`src/rtl/ptw_pkg.sv`:
```
package ptw_pkg;
  localparam int ENTRY_W = 64;
  localparam int BIT_P   = 0;
  localparam int BIT_W   = 1;
  localparam int BIT_U   = 2;
  localparam int BIT_XD  = 63;

  typedef enum logic [1:0] {
    ACC_READ  = 2'd0,
    ACC_WRITE = 2'd1,
    ACC_FETCH = 2'd2
  } acc_e;

  typedef enum logic [1:0] {
    ST_IDLE = 2'd0,
    ST_WAIT = 2'd1,
    ST_EVAL = 2'd2
  } walk_st_e;
endpackage

```
`src/rtl/ptw_entry_check.sv`:
```
module ptw_entry_check #(
  parameter int PA_W    = 52,
  parameter int PAGE_SH = 12
) (
  input  logic [63:0]              entry,
  input  logic                     nx_en,
  output logic                     present,
  output logic                     writable,
  output logic                     user_ok,
  output logic                     no_exec,
  output logic                     rsvd_hit,
  output logic [PA_W-PAGE_SH-1:0]  frame
);
  import ptw_pkg::*;

  logic unused_bits;
  assign unused_bits = ^entry[PAGE_SH-1:3];

  assign present  = entry[BIT_P];
  assign writable = entry[BIT_W];
  assign user_ok  = entry[BIT_U];
  assign no_exec  = nx_en & entry[BIT_XD];
  assign rsvd_hit = (|entry[62:PA_W]) | (~nx_en & entry[BIT_XD]);
  assign frame    = entry[PA_W-1:PAGE_SH];
endmodule

```
`src/rtl/ptw_perm_acc.sv`:
```
module ptw_perm_acc (
  input  logic clk,
  input  logic rst,
  input  logic clr,
  input  logic upd,
  input  logic w_in,
  input  logic u_in,
  input  logic xd_in,
  output logic w_all,
  output logic u_all,
  output logic xd_any
);
  always_ff @(posedge clk) begin
    if (rst || clr) begin
      w_all  <= 1'b1;
      u_all  <= 1'b1;
      xd_any <= 1'b0;
    end else if (upd) begin
      w_all  <= w_all & w_in;
      u_all  <= u_all & u_in;
      xd_any <= xd_any | xd_in;
    end
  end


  u_sticky_chk: assert property (@(posedge clk) disable iff (rst)
    (!u_all && !clr) |=> !u_all);

  xd_sticky_chk: assert property (@(posedge clk) disable iff (rst)
    (xd_any && !clr) |=> xd_any);
endmodule

```
`src/rtl/ptw_err_encode.sv`:
```
module ptw_err_encode (
  input  logic       prot,
  input  logic       rsvd,
  input  logic       user,
  input  logic [1:0] acc,
  output logic [4:0] code
);
  import ptw_pkg::*;

  always_comb begin
    code[0] = prot;
    code[1] = (acc == ACC_WRITE);
    code[2] = user;
    code[3] = rsvd;
    code[4] = (acc == ACC_FETCH);
  end
endmodule

```
`src/rtl/ptw_walker.sv`:
```
module ptw_walker #(
  parameter int VA_W    = 48,
  parameter int PA_W    = 52,
  parameter int LEVELS  = 4,
  parameter int PAGE_SH = 12,
  parameter int IDX_W   = 9
) (
  input  logic             clk,
  input  logic             rst,
  input  logic             start,
  input  logic [VA_W-1:0]  lin_addr,
  input  logic [1:0]       acc_type,
  input  logic             user_mode,
  input  logic             nx_en,
  input  logic [PA_W-1:0]  root_base,
  output logic             mem_rd_en,
  output logic [PA_W-1:0]  mem_rd_addr,
  input  logic [63:0]      mem_rd_data,
  output logic             done,
  output logic             fault,
  output logic [4:0]       err_code,
  output logic [PA_W-1:0]  phys_addr,
  output logic [VA_W-1:0]  fault_addr
);
  import ptw_pkg::*;

  localparam int LVL_W = (LEVELS > 1) ? $clog2(LEVELS) : 1;
  localparam int FRM_W = PA_W - PAGE_SH;
  localparam int SCL_W = PAGE_SH - IDX_W;

  walk_st_e          state;
  logic [LVL_W-1:0]  lvl;
  logic [VA_W-1:0]   lin_q;
  logic [1:0]        acc_q;
  logic              user_q;
  logic              nx_q;

  logic unused_root;
  assign unused_root = ^root_base[PAGE_SH-1:0];

  function automatic logic [IDX_W-1:0] idx_of(input logic [VA_W-1:0] va, input int l);
    logic [VA_W-1:0] s;
    s = va >> (PAGE_SH + IDX_W * (LEVELS - 1 - l));
    return s[IDX_W-1:0];
  endfunction

  logic             e_pres, e_wr, e_usr, e_xd, e_rsvd;
  logic [FRM_W-1:0] e_frame;

  ptw_entry_check #(.PA_W(PA_W), .PAGE_SH(PAGE_SH)) u_echk (
    .entry(mem_rd_data), .nx_en(nx_q),
    .present(e_pres), .writable(e_wr), .user_ok(e_usr),
    .no_exec(e_xd), .rsvd_hit(e_rsvd), .frame(e_frame)
  );

  logic accept, eval, upd;
  logic w_all, u_all, xd_any;
  assign accept = (state == ST_IDLE) && start;
  assign eval   = (state == ST_EVAL);
  assign upd    = eval && e_pres && !e_rsvd;

  ptw_perm_acc u_acc (
    .clk(clk), .rst(rst), .clr(accept), .upd(upd),
    .w_in(e_wr), .u_in(e_usr), .xd_in(e_xd),
    .w_all(w_all), .u_all(u_all), .xd_any(xd_any)
  );

  logic last_lvl, viol, u_fin, w_fin, xd_fin;
  logic [4:0] code_w;
  assign last_lvl = (lvl == LVL_W'(LEVELS - 1));
  assign u_fin    = u_all & e_usr;
  assign w_fin    = w_all & e_wr;
  assign xd_fin   = xd_any | e_xd;
  assign viol     = (user_q & ~u_fin)
                  | (user_q & (acc_q == ACC_WRITE) & ~w_fin)
                  | ((acc_q == ACC_FETCH) & xd_fin);

  ptw_err_encode u_enc (
    .prot(e_pres), .rsvd(e_pres & e_rsvd), .user(user_q),
    .acc(acc_q), .code(code_w)
  );

  always_ff @(posedge clk) begin
    if (rst) begin
      state       <= ST_IDLE;
      lvl         <= '0;
      lin_q       <= '0;
      acc_q       <= ACC_READ;
      user_q      <= 1'b0;
      nx_q        <= 1'b0;
      mem_rd_en   <= 1'b0;
      mem_rd_addr <= '0;
      done        <= 1'b0;
      fault       <= 1'b0;
      err_code    <= '0;
      phys_addr   <= '0;
      fault_addr  <= '0;
    end else begin
      done <= 1'b0;
      case (state)
        ST_IDLE: if (start) begin
          lin_q       <= lin_addr;
          acc_q       <= acc_type;
          user_q      <= user_mode;
          nx_q        <= nx_en;
          lvl         <= '0;
          mem_rd_en   <= 1'b1;
          mem_rd_addr <= {root_base[PA_W-1:PAGE_SH], idx_of(lin_addr, 0), SCL_W'(0)};
          state       <= ST_WAIT;
        end
        ST_WAIT: begin
          mem_rd_en <= 1'b0;
          state     <= ST_EVAL;
        end
        default: begin
          if (!e_pres || e_rsvd || (last_lvl && viol)) begin
            done       <= 1'b1;
            fault      <= 1'b1;
            err_code   <= code_w;
            phys_addr  <= '0;
            fault_addr <= lin_q;
            state      <= ST_IDLE;
          end else if (last_lvl) begin
            done      <= 1'b1;
            fault     <= 1'b0;
            err_code  <= '0;
            phys_addr <= {e_frame, lin_q[PAGE_SH-1:0]};
            state     <= ST_IDLE;
          end else begin
            lvl         <= lvl + 1'b1;
            mem_rd_en   <= 1'b1;
            mem_rd_addr <= {e_frame, idx_of(lin_q, int'(lvl) + 1), SCL_W'(0)};
            state       <= ST_WAIT;
          end
        end
      endcase
    end
  end


  done_pulse_chk: assert property (@(posedge clk) disable iff (rst)
    done |=> !done);

  rd_single_chk: assert property (@(posedge clk) disable iff (rst)
    mem_rd_en |=> !mem_rd_en);

  idle_no_rd_chk: assert property (@(posedge clk) disable iff (rst)
    (state == ST_IDLE && !start) |=> !mem_rd_en);

  rsvd_prot_chk: assert property (@(posedge clk) disable iff (rst)
    (done && err_code[3]) |-> (fault && err_code[0]));

  faddr_hold_chk: assert property (@(posedge clk) disable iff (rst)
    !eval |=> $stable(fault_addr));

  result_hold_chk: assert property (@(posedge clk) disable iff (rst)
    !eval |=> ($stable(fault) && $stable(err_code) && $stable(phys_addr)));
endmodule

```
`config.mk`:
```
export PLATFORM = sky130hd
export DESIGN_NAME = ptw_walker
export DESIGN_NICKNAME = d
export VERILOG_FILES = /design/src/rtl/ptw_pkg.sv /design/src/rtl/ptw_entry_check.sv /design/src/rtl/ptw_perm_acc.sv /design/src/rtl/ptw_err_encode.sv /design/src/rtl/ptw_walker.sv
export SDC_FILE = /design/constraint.sdc
export NUM_CORES = 1
export LEC_CHECK = 0
export BUFFER_PORTS_ARGS = -buffer_cell sky130_fd_sc_hd__buf_2
export CAP_MARGIN = 20
export CORE_UTILIZATION = 35
export CTS_BUF_LIST = sky130_fd_sc_hd__clkbuf_8 sky130_fd_sc_hd__clkbuf_16
export DETAILED_ROUTE_END_ITERATION = 8
export SLEW_MARGIN = 20
export SYNTH_ARGS = -nofsm -noshare
export SYNTH_HDL_FRONTEND = slang
export SYNTH_SLANG_ARGS = --single-unit
export TNS_END_PERCENT = 30
```
`constraint.sdc`:
```
create_clock -name clk -period 7.3 [get_ports clk]
set_input_delay 0.365 -clock clk [delete_from_list [all_inputs] [get_ports clk]]
set_output_delay 0.365 -clock clk [all_outputs]
set_load 0.01 [all_outputs]
```
# Word-level counts from Yosys, hierarchy flattened
# Cells that the tools add are included.
# totals
latch_bits	0
n_memories	0
reg_bits	219
in_bits	171
elab_cells	93
out_inout_bits	160
ramBits	0
mem_bits_ro	0
# op_classes
muxes	24
bitwise_logic	18
n_div	0
magnitude_cmp	0
n_reduce_logical	19
n_eq_ne	10
n_shift	1
n_mul	1
addsub	4
# op_table
cell	count
52-bit 2-to-1 mux	5
52-bit case mux with 2 select lines	1
48-bit by 32-bit right shift with 9-bit output	1
11-bit OR reduction	1
5-bit by 9-bit adder with 10-bit output (first input constant)	1
5-bit 2-to-1 mux	2
1-bit AND	9
5-bit by 4-bit multiplier with 9-bit output (first input constant)	1
1-bit 2-to-1 mux	9
2-bit 2-to-1 mux	4
2-bit case mux with 2 select lines	2
2-bit == test (second input constant)	3
2-bit AND reduction	3
1-bit NOT	5
2-bit by 1-bit == test with 1-bit output (second input constant)	2
1-bit logical AND	4
2-bit != test (second input constant)	2
1-bit bitwise OR	4
4-bit AND reduction	1
2-bit by 3-bit subtractor with 4-bit output (first input constant)	1
2-bit by 1-bit adder with 3-bit output (second input constant)	1
1-bit logical OR	3
3-bit by 1-bit != test with 1-bit output (second input constant)	1
3-bit by 2-bit != test with 1-bit output (second input constant)	1
other kinds (9)	10

# Logic depth before layout (Yosys ltp)
# logic_depth
depth_word	9
ltp_mapped	14
mapped_depth_nobuf	7

# Modules after synthesis
# A second synthesis with hierarchy kept.
# unflattened
cells_unflattened	1298
area_unflattened_um2	10595.2
# modules_own_cells
module	cells_each	seq_area_each_um2	area_per_inst_um2	instances
ptw_walker	1232	4264.1	10052.1	1
ptw_entry_check	49	0.0	371.6	1
ptw_perm_acc	12	60.1	133.9	1
ptw_err_encode	5	0.0	37.5	1

# Worst setup path after synthesis
# OpenSTA, ideal clock, no wires.
# synth_timing
kind	register to register
from	reg lvl[0]
to	reg mem_rd_addr[3]
setup_slack_ps	4378
n_path_buf	5
path_stages_with_launch	13
synth_period_minus_slack_ps	2922
arrival_ps	2789
setup_ps	133
required_time_ps	7167
path_cell_list	dfxtp_1 -> buf_4 -> inv_1 -> buf_2 -> buf_2 -> ha_1 -> buf_4 -> buf_2 -> mux2_2 -> mux2i_1 -> a221oi_1 -> a2111oi_0 -> nor4_1
# synth_between
elab_chain_cells	8
word_cells_on_any_way	14
cone_classes	add/sub: 3; mul: 1; eq/ne: 3; shift: 1; mux: 3; reduce/logical: 3
# synth_rtl
element	line_no	source
from (decl)	ptw_walker.sv:32	logic [LVL_W-1:0] lvl;
from (signal assigned)	ptw_walker.sv:130	lvl <= lvl + 1'b1;
2-bit by 1-bit adder with 3-bit output	ptw_walker.sv:132	mem_rd_addr <= {e_frame, idx_of(lin_q, int'(lvl) + 1), SCL_W'(0)};
2-bit by 3-bit subtractor with 4-bit output	ptw_walker.sv:43	s = va >> (PAGE_SH + IDX_W * (LEVELS - 1 - l));
5-bit by 4-bit multiplier with 9-bit output	ptw_walker.sv:43	
5-bit by 9-bit adder with 10-bit output	ptw_walker.sv:43	
48-bit by 32-bit right shift with 9-bit output	ptw_walker.sv:43	
52-bit 2-to-1 mux	ptw_walker.sv:123	end else if (last_lvl) begin
52-bit 2-to-1 mux	ptw_walker.sv:116	if (!e_pres || e_rsvd || (last_lvl && viol)) begin
52-bit case mux with 2 select lines	ptw_walker.sv:100	case (state)
to (signal assigned)	ptw_walker.sv:108	mem_rd_addr <= {root_base[PA_W-1:PAGE_SH], idx_of(lin_addr, 0), SCL_W'(0)};
to (signal assigned)	ptw_walker.sv:132	
to (decl)	ptw_walker.sv:17	output logic [PA_W-1:0] mem_rd_addr,
# Several ways; a longest one is shown, not always the timed one. The select of a mux whose other input is x is not followed.
# A chain may end at the register's enable or synchronous reset.

# Worst setup path in the final report
# Ends and elaborated chain as after synthesis.

==> results by group <==
Setup path
  • Crit-path cells: buf_4 -> inv_1 -> ha_2 -> buf_4 -> mux2_2 -> mux2i_1 -> a221oi_1 -> a2111oi_0 -> nor4_1
  • CP startpoint kind: flop
  • Slowest stage delay, CP: around 0.9 ns
  • CP top delay family: buffers and inverters
  • Worst reg2reg startpoint: lvl[0]
  • WS Path Type: flop to flop
  • Worst-path maximum fanout: 51
  • Most frequent CP cell: buf_4
  • Slowest cell on crit path: ha_2
  • Crit path DAT: 4.47 ns
  • CP Buf/Inv Count: 3
  • Critical path origin: lvl[0]
  • Worst path required time: approximately 7.7 ns
  • CP endpoint kind: flop

Placement
  • Dpl hpwl: 25600 microns
  • Final GP Congestion: roughly 0.9
  • Port Buffer Count: between 300 and 400
  • Placement Cell Area: 12300 sq um

Floorplan
  • Die Ht: 177 microns
  • Row count: 63
  • Die ar.: 31200 sq um
  • IO Pins: about 330
  • Core Box Area: about 30000 sq um
  • Initial Utilization: about 36%
  • Die width: around 180 microns

Timing
  • F_max: 245 MHz
  • Worst Max-Slew Pin Slew: between 1 and 1.5 ns
  • Final setup vio count: 0
  • Clock Skew: 0.0112 ns
  • Final min period: 4.08 ns
  • Setup TNS: 0 ns
  • Max-slew violations: 0
  • Tcrit/Tclk final: 55.9%
  • Final Hold Vio Count: 0
  • Slew HR: 28.1%
  • RSZ-0062 raised after global routing: no

Clock tree
  • Post_cts resized: 0
  • Worst-path clk slew: 0.06 ns
  • CTS buffer count: 25
  • Clock tree sinks: 216
  • Clk Tree Root Cell: clkbuf_16
  • TritonCTS clock tree: yes
  • # H-tree levels: 1
  • Setup bufs post-CTS: 0
  • Hold Buf Count CTS: 0
  • Maximum clock path buffer count: 3
  • Clk_lat worst skew: 0.53 ns

Drt
  • Wire length per cell: between 15 and 20 microns
  • Aggregate routed wire length: 37900 microns
  • Via count: between 10000 and 15000
  • DRT Pass-1 Iters: 5
  • Post-route ant nets: 0
  • Vias per Instance: 5.48
  • DRT iter0 DRCs: 857
  • DRC viols: 0

GRT
  • GR Overflow Total: 0
  • First-pass GRT wire length: 57400 microns
  • Via count of the first global-routing pass: 9835
  • Maximum number of pins on one net before global-route repair: 88
  • Total Routing Usage GR: 23.2%
  • Initial antenna violation count: 4

Logic synthesis
  • Warnings from Yosys: 0
  • Synth unique cells: 70
  • Register area share after synthesis: 40.5%
  • Post-synth top flop: dfxtp_1
  • Cell area after synthesis: 10700 sq um
  • Number of flops mapped to enable cells by yosys: 0
  • Synthesized area per cell: 8.16 sq um
  • Cells after Synth: approximately 1300
  • FF+latch count, synth: approximately 220
  • Top cells by area, synth: dfxtp_1 40%, nand2_1 10%, a21oi_1 7.7%, mux4_2 5.9%, o21ai_0 4.5%
  • Synth top area share: 40.5%
  • Synth area leader: dfxtp_1
  • Asr flop ratio synth: 0%

Layout
  • Fin area: 13100 sq um
  • Fin nets: 1710
  • Layout cell share with drive strength beyond 1: between 20 and 30%
  • Sequential Area: 4330 sq um
  • Syn-to-layout area delta: 22.4%
  • Commonest non-fill, non-tap cell in the layout: buf_2
  • Commonest non-fill, non-tap cells in the layout: 305 x buf_2, 290 x nand2_1, 213 x dfxtp_1
  • Fill cell count: 3075
  • Area of the multi-input gates: 5740 sq um

Power
  • Clock power share: approximately 43%
  • Cell Pwr Density: 218 nW/um^2
  • Int Power: 2.10 mW
  • Sw Pwr: 754 uW
  • Switching share of power: 26.4%
  • Comb power frac: 11.9%
  • Share of power burned in registers: 45.0%
  • Peak VDD IR: 0.132 mV
  • Static Leak: 5.33 nW

Run status
  • Status: completed

Run
  • Maxcap violations: 0

Hold path
  • Min-delay worst type: input pin to flop
  • Hold path start: lin_addr[37]
==> cells in the mapped netlist (8+ instances only) <==
library cell,n
o22ai_1,14
mux4_2,28
dfxtp_1,216
o21ai_1,9
o21ai_0,97
buf_6,9
buf_1,11
clkbuf_1,65
nor2_1,70
nor2b_1,8
a311oi_1,41
mux2_2,28
nand2_1,290
nand3_1,58
buf_4,14
o221ai_1,9
mux2i_1,18
buf_2,24
o211ai_1,9
a21oi_1,165
nor3_1,8
==> flip-flops by register name, indices dropped and copies added (netlist names), 2 cells and up <==
signal       cells
lvl              2
acc_q            2
fault_addr      48
phys_addr       52
state            2
mem_rd_addr     49
lin_q           48
err_code         5
==> per-stage QoR <==
stage	setup WS [ns]	util (%)	power [mW]	hold WS (ns)	cells
final	3.22	43.9	2.86	0.0706	1940
after global routing	2.91	43.9	2.97	0.0617	1940
after CTS	3.13	43.9	2.89	0.0536	1938
after detailed placement	3.16	41.2	1.65	0.443	1898
after global placement	3.19	41.2	1.65	0.440	1898
after floorplan	4.38	-	1.50	0.440	1311
==> final timing paths <==
check | cells after the start | endpoint | slack, ns
worst min register to register | 2 | err_code[2] | 0.45
worst max register to register | 9 | mem_rd_addr[3] | 3.22
worst min-delay path | 3 | lin_q[37] | 0.07
worst max-delay path | 9 | mem_rd_addr[3] | 3.22
==> tightest hold or removal path, stage by stage <==
cell	delay (ns)
buf_2	0.09
nand2_1	0.04
a21oi_1	0.05
==> per-layer routing <==
metal / vias to the layer above / wire (microns) / GRT usage [%] / part of all wire, %
li1: 5123 / - / - / -
met1: 5062 / 16200 / 29.8 / 43
met2: 377 / 18300 / 39.4 / 48
met3: 66 / 2290 / 3.95 / 6.0
met4: 4 / 1140 / 7.61 / 3.0
met5: - / 18 / 0 / 0.047
==> logic make-up after synthesis <==
family / after synthesis / synth area share, %
AO/OA/AOI/OAI: 406 / 23.2
XOR/XNOR: 1 / 0.0820
adder cells (fa/ha/maj): 4 / 0.469
buffers and inverters: 134 / 6.27
flip-flops: 216 / 40.5
multiplexers: 74 / 10.5
other: 1 / 0.0351
AND/OR/NAND/NOR: 473 / 19.0
==> cell type report <==
class,count,share of cell area (%)
clock buffer,33,5.63
timing repair buffer,325,12.9
sequential,216,33.1
antenna,2,0.0383
tap,390,3.73
inverter,6,0.172
multi-input combinational,961,43.9
clock inverter,7,0.517
==> power groups by stage <==
stage               registers [mW]  clock network [mW]  logic (mW)
floorplan                     1.31                   0       0.187
global placement              1.31                   0       0.340
detailed placement            1.31                   0       0.342
CTS                           1.28                1.26       0.343
global route                  1.29                1.30       0.376
finish                        1.28                1.23       0.340
No activity file was read; power rests on OpenSTA's default activity.
